--- src/rtl/extint_pkg.sv ---
package extint_pkg;

  localparam int unsigned ACC_ADDR_W = 2;

  typedef enum logic [ACC_ADDR_W-1:0] {
    ACC_MODE  = 2'd0,
    ACC_POL   = 2'd1,
    ACC_FLAG  = 2'd2,
    ACC_SPARE = 2'd3
  } acc_addr_e;

  typedef struct packed {
    logic edge_sel;
    logic active_high;
  } trig_cfg_t;

  // Trigger condition for one channel given its configuration
  function automatic logic trig_hit(trig_cfg_t cfg, logic cur, logic prev);
    logic hit;
    if (cfg.edge_sel) begin
      hit = cfg.active_high ? (cur & ~prev) : (~cur & prev);
    end else begin
      hit = cfg.active_high ? cur : ~cur;
    end
    return hit;
  endfunction

endpackage

--- src/rtl/extint_sync.sv ---
module extint_sync #(
  parameter int unsigned WIDTH  = 4,
  parameter int unsigned STAGES = 2
) (
  input  logic             clk,
  input  logic             rst_n,
  input  logic [WIDTH-1:0] din,
  output logic [WIDTH-1:0] cur,
  output logic [WIDTH-1:0] prev
);

  localparam int unsigned LAST = STAGES - 1;

  logic [STAGES-1:0][WIDTH-1:0] stage_q;
  logic [WIDTH-1:0]             prev_q;

  always_ff @(posedge clk or negedge rst_n) begin
    if (!rst_n) begin
      stage_q <= '0;
      prev_q  <= '0;
    end else begin
      stage_q[0] <= din;
      for (int k = 1; k < STAGES; k++) begin
        stage_q[k] <= stage_q[k-1];
      end
      prev_q <= stage_q[LAST];
    end
  end

  assign cur  = stage_q[LAST];
  assign prev = prev_q;


  prev_follows_chk: assert property (@(posedge clk) disable iff (!rst_n)
    1'b1 |=> (prev == $past(cur)));

endmodule

--- src/rtl/extint_detect.sv ---
module extint_detect
  import extint_pkg::*;
#(
  parameter int unsigned NUM_CH = 4
) (
  input  logic              clk,
  input  logic              rst_n,
  input  logic [NUM_CH-1:0] cur,
  input  logic [NUM_CH-1:0] prev,
  input  logic [NUM_CH-1:0] mode,
  input  logic [NUM_CH-1:0] pol,
  input  logic [NUM_CH-1:0] en,
  output logic [NUM_CH-1:0] trig
);

  for (genvar ch = 0; ch < NUM_CH; ch++) begin : g_ch
    trig_cfg_t cfg;
    assign cfg.edge_sel    = mode[ch];
    assign cfg.active_high = pol[ch];

    always_comb begin
      trig[ch] = en[ch] & trig_hit(cfg, cur[ch], prev[ch]);
    end


    disabled_quiet_chk: assert property (@(posedge clk) disable iff (!rst_n)
      !en[ch] |-> !trig[ch]);


    edge_needs_change_chk: assert property (@(posedge clk) disable iff (!rst_n)
      (mode[ch] && trig[ch]) |-> (cur[ch] != prev[ch]));
  end

endmodule

--- src/rtl/extint_regs.sv ---
module extint_regs
  import extint_pkg::*;
#(
  parameter int unsigned NUM_CH = 4,
  parameter int unsigned DATA_W = 32
) (
  input  logic                  clk,
  input  logic                  rst_n,
  input  logic                  acc_wr,
  input  logic [ACC_ADDR_W-1:0] acc_addr,
  input  logic [DATA_W-1:0]     acc_wdata,
  output logic [DATA_W-1:0]     acc_rdata,
  input  logic [NUM_CH-1:0]     trig,
  output logic [NUM_CH-1:0]     mode,
  output logic [NUM_CH-1:0]     pol,
  output logic [NUM_CH-1:0]     flag
);

  acc_addr_e        sel;
  logic [NUM_CH-1:0] clr;
  logic              unused_wdata_hi;

  assign sel             = acc_addr_e'(acc_addr);
  assign unused_wdata_hi = ^acc_wdata[DATA_W-1:NUM_CH];

  always_comb begin
    clr = '0;
    if (acc_wr && sel == ACC_FLAG) begin
      clr = acc_wdata[NUM_CH-1:0];
    end
  end

  always_ff @(posedge clk or negedge rst_n) begin
    if (!rst_n) begin
      mode <= '0;
      pol  <= '0;
      flag <= '0;
    end else begin
      if (acc_wr && sel == ACC_MODE) mode <= acc_wdata[NUM_CH-1:0];
      if (acc_wr && sel == ACC_POL)  pol  <= acc_wdata[NUM_CH-1:0];
      flag <= (flag & ~clr) | trig;
    end
  end

  always_comb begin
    unique case (sel)
      ACC_MODE: acc_rdata = DATA_W'(mode);
      ACC_POL:  acc_rdata = DATA_W'(pol);
      ACC_FLAG: acc_rdata = DATA_W'(flag);
      default:  acc_rdata = '0;
    endcase
  end


  upper_bits_zero_chk: assert property (@(posedge clk) disable iff (!rst_n)
    acc_rdata[DATA_W-1:NUM_CH] == '0);

  for (genvar ch = 0; ch < NUM_CH; ch++) begin : g_chk

    clear_takes_chk: assert property (@(posedge clk) disable iff (!rst_n)
      (clr[ch] && !trig[ch]) |=> !flag[ch]);


    flag_sticky_chk: assert property (@(posedge clk) disable iff (!rst_n)
      (flag[ch] && !clr[ch]) |=> flag[ch]);


    trigger_wins_chk: assert property (@(posedge clk) disable iff (!rst_n)
      trig[ch] |=> flag[ch]);


    no_spurious_set_chk: assert property (@(posedge clk) disable iff (!rst_n)
      (!flag[ch] && !trig[ch]) |=> !flag[ch]);
  end

endmodule

--- src/rtl/extint_ctrl.sv ---
module extint_ctrl
  import extint_pkg::*;
#(
  parameter int unsigned NUM_CH      = 4,
  parameter int unsigned DATA_W      = 32,
  parameter int unsigned SYNC_STAGES = 2
) (
  input  logic                  clk,
  input  logic                  rst_n,
  input  logic [NUM_CH-1:0]     ext_pin,
  input  logic [NUM_CH-1:0]     pin_fn_irq,
  input  logic                  acc_wr,
  input  logic [ACC_ADDR_W-1:0] acc_addr,
  input  logic [DATA_W-1:0]     acc_wdata,
  output logic [DATA_W-1:0]     acc_rdata,
  output logic [NUM_CH-1:0]     irq_req
);

  logic [NUM_CH-1:0] cur;
  logic [NUM_CH-1:0] prev;
  logic [NUM_CH-1:0] mode;
  logic [NUM_CH-1:0] pol;
  logic [NUM_CH-1:0] flag;
  logic [NUM_CH-1:0] trig;

  extint_sync #(
    .WIDTH  (NUM_CH),
    .STAGES (SYNC_STAGES)
  ) i_sync (
    .clk   (clk),
    .rst_n (rst_n),
    .din   (ext_pin),
    .cur   (cur),
    .prev  (prev)
  );

  extint_detect #(
    .NUM_CH (NUM_CH)
  ) i_detect (
    .clk   (clk),
    .rst_n (rst_n),
    .cur   (cur),
    .prev  (prev),
    .mode  (mode),
    .pol   (pol),
    .en    (pin_fn_irq),
    .trig  (trig)
  );

  extint_regs #(
    .NUM_CH (NUM_CH),
    .DATA_W (DATA_W)
  ) i_regs (
    .clk       (clk),
    .rst_n     (rst_n),
    .acc_wr    (acc_wr),
    .acc_addr  (acc_addr),
    .acc_wdata (acc_wdata),
    .acc_rdata (acc_rdata),
    .trig      (trig),
    .mode      (mode),
    .pol       (pol),
    .flag      (flag)
  );

  assign irq_req = flag;


  req_matches_read_chk: assert property (@(posedge clk) disable iff (!rst_n)
    (acc_addr == ACC_FLAG) |-> (acc_rdata[NUM_CH-1:0] == irq_req));

endmodule

--- config.mk ---
export PLATFORM = sky130hd
export DESIGN_NAME = extint_ctrl
export DESIGN_NICKNAME = d
export VERILOG_FILES = /design/src/rtl/extint_pkg.sv /design/src/rtl/extint_sync.sv /design/src/rtl/extint_detect.sv /design/src/rtl/extint_regs.sv /design/src/rtl/extint_ctrl.sv
export SDC_FILE = /design/constraint.sdc
export NUM_CORES = 1
export LEC_CHECK = 0
export ABC_AREA = 1
export BUFFER_PORTS_ARGS = -buffer_cell sky130_fd_sc_hd__clkbuf_2
export CAP_MARGIN = 0
export CORE_UTILIZATION = 40
export DETAILED_ROUTE_END_ITERATION = 6
export GPL_TIMING_DRIVEN = 0
export PLACE_DENSITY = 0.82
export SETUP_SLACK_MARGIN = 0.2
export SLEW_MARGIN = 20
export SYNTH_ARGS = -nofsm -noshare
export SYNTH_HDL_FRONTEND = slang
export SYNTH_HIERARCHICAL = 1
export SYNTH_SLANG_ARGS = --single-unit
--- constraint.sdc ---
create_clock -name clk -period 1.65 [get_ports clk]
set_clock_uncertainty 0.2 [all_clocks]
set_input_delay 0.165 -clock clk [delete_from_list [all_inputs] [get_ports clk]]
set_output_delay 0.165 -clock clk [all_outputs]
set_load 0.1 [all_outputs]
==> impl_metrics.tcl <==
set metrics [dict create \
    outcome "completed" \
    antenna-diode-count 0 \
    fp.coreArea_um2 3050 \
    finalCritPeriodShare 0.947 \
    setup-tns-final_ns 0 \
    timing.hold.ws_ns 0.0979 \
    finalWorstSetupSlack_ns 0.0878 \
    synth_area_um2 1300 \
    firstDrtPassIters 4 \
    critPathArrivalTime_ns 1.20 \
    final_util 0.679 \
    period_minus_slack_ns 1.56 \
    ys_ff_latch 24 \
    hold_viol_final 0 \
    drive_above_1_share 0.373 \
    drt_iter0_markers 47 \
    antenna_found_initial 0 \
    worst_pin_slew_ns 0.581 \
    vdd_drop_max_mv 0.666 \
    grt_use_total 0.157 \
    vias 1125 \
    r2r_setup_slack_ns 0.48 \
    fin_nets 282 \
    cap_violations 0 \
    avgSynthCellArea_um2 8.26 \
    drc_errors 0 \
    cts_tree "done" \
    cp_num_buf_inv 1 \
    hold_class "in2reg" \
    crit_path_start_kind "flip-flop" \
    power_density_nw_per_um2 1030 \
    crit_slowest_cell "dfrtp_4" \
    overflow 0 \
    path_clk_slew_ns 0.13 \
    setup_violations 0 \
    dp_hpwl_um 1660 \
    die_y_um 58.9 \
    nFillCells 243 \
    grt_pass1_wl_um 4120 \
    rows 20 \
    cts_inserted_buffers 3 \
    required_ns 1.28 \
    grt_pass1_vias 1010 \
    fmax_mhz 640 \
    min-delay-start "acc_addr[1]" \
    area_growth_pct 59.9 \
    r2r-start "i_regs/mode[2]$_DFFE_PN0P_" \
    gp_congestion 0.751 \
    critPathLaunch "i_regs/flag[1]$_DFF_PN0_" \
    pre_cts_ws_ns 0.00187 \
    die_x_um 58.9 \
    grt_max_degree 25 \
    detail_route.wirelength_um 2680 \
    cts-root-buf "clkbuf_4" \
    worstSetupPathType "reg2out" \
    leakage_nw 1.14 \
    seq_area_frac_synth 0.463 \
    cts-htree-levels 1 \
    start_util 0.425 \
    yosysUniqueCellTypes 14 \
    worstSetupEndpointType "output pin" \
    rsz0062_at_grt "true" \
    viasPerCell 4.02 \
    synth_warnings 6 \
    path_delay_family "flip-flops" \
    die-area_um2 3470 \
    relSlewSlack 0.613 \
    path_cells "nand2_4, nand3_4, clkbuf_16" \
    slowest_delay_ns 0.53 \
    place.port_buffers 23 \
    cts_buffer_depth 2 \
    final_max_slew_viol_count 0 \
    path_max_fanout 3 \
    ant_nets 0 \
    avgRoutedWirePerCell_um 9.56 \
    postSynthCellCount 157 \
    io_pins 81 \
    cts.sinks 24 \
    insertion_delay_ns 0.32 \
]
==> path summary, 6_finish.rpt <==
check | end | depth (start not counted)
min in group asynchronous | i_regs/pol[0]$_DFFE_PN0P_ | 2
worst max register to register | i_regs/flag[2]$_DFF_PN0_ | 6
max in group asynchronous | i_regs/flag[3]$_DFF_PN0_ | 2
worst min register to register | i_sync/cur[1]$_DFF_PN0_ | 0
worst max-delay path | acc_rdata[1] | 3
worst min-delay path | i_regs/mode[2]$_DFFE_PN0P_ | 5
==> timing repair <==
item / CTS / global route
resized for setup: 22 / 12
hold endpoints to repair: 40 / 1
hold buffers: 19 / 1
endpoints found under the setup margin: 8 / 9
buffers inserted: 0 / 6
==> synth_stat cells (all sizes together) <==
cell,instances,area share
inv,15,0.043
nand4,4,0.019
buf,34,0.20
nand2,55,0.17
nor2,8,0.035
conb,1,0.0029
nand3,12,0.046
dfrtp,24,0.46
a21oi,4,0.027
==> final cells by class <==
class / count / area, um2 / area share
Clock inverter: 1 / 30.0 / 0.0145
Inverter: 15 / 56.3 / 0.0272
Buffer: 34 / 256 / 0.124
Timing Repair Buffer: 48 / 475 / 0.229
Multi-Input combinational cell: 111 / 562 / 0.271
Clock buffer: 3 / 22.5 / 0.0109
Tap cell: 44 / 55.1 / 0.0266
Sequential cell: 24 / 616 / 0.297
==> state kept, by name (all words and copies together) (netlist names) <==
register / count
i_regs/pol: 4
i_sync/stage_q: 4
i_sync/prev: 4
i_regs/mode: 4
i_sync/cur: 4
i_regs/flag: 4
==> where the power goes <==
part           internal [mW]  switching, mW
Clock                  0.246          0.172
Sequential             0.662         0.0612
Combinational          0.310          0.686
Total                   1.22          0.919
==> placed cells by master (no fill, tap or decap), drive strengths merged <==
master       netlist  routed
dfrtp             24      24
nand3             12      12
buf               34      43
conb               1      28
bufinv             0       1
nand2             55      55
inv               15      15
clkbuf             0      23
dlygate4sd3        0      19
a21oi              4       4
nor2               8       8
nand4              4       4
==> logic make-up after synthesis <==
logic type / synth area share
AOI/OAI and AO/OA: 0.0270
buffers and inverters: 0.241
and+or+nand+nor: 0.265
other: 0.00289
DFF: 0.463
==> routing by layer <==
layer  GRT usage  share of wire
met3      0.0484          0.064
met2       0.269           0.52
met4      0.0374         0.0030
met1       0.194           0.41
met5           0              0
==> per-stage QoR <==
stage          instance area [um2]  power (mW)  std cells
6_report                      2070        2.14        280
5_1_grt                       2070        2.24        280
4_1_cts                       1990        2.07        274
3_5_place_dp                  1630        1.53        251
3_3_place_gp                  1630        1.52        251
2_1_floorplan                 1460        1.43        184
==> worst register-to-register path, stage by stage, from the launching register on <==
cell and delay [ns]:
dfrtp_1 0.43, buf_4 0.14, nand2_1 0.05, nand3_1 0.08, a21oi_2 0.13, inv_1 0.05
nand2_1 0.05
No activity file was read; power rests on OpenSTA's default activity.
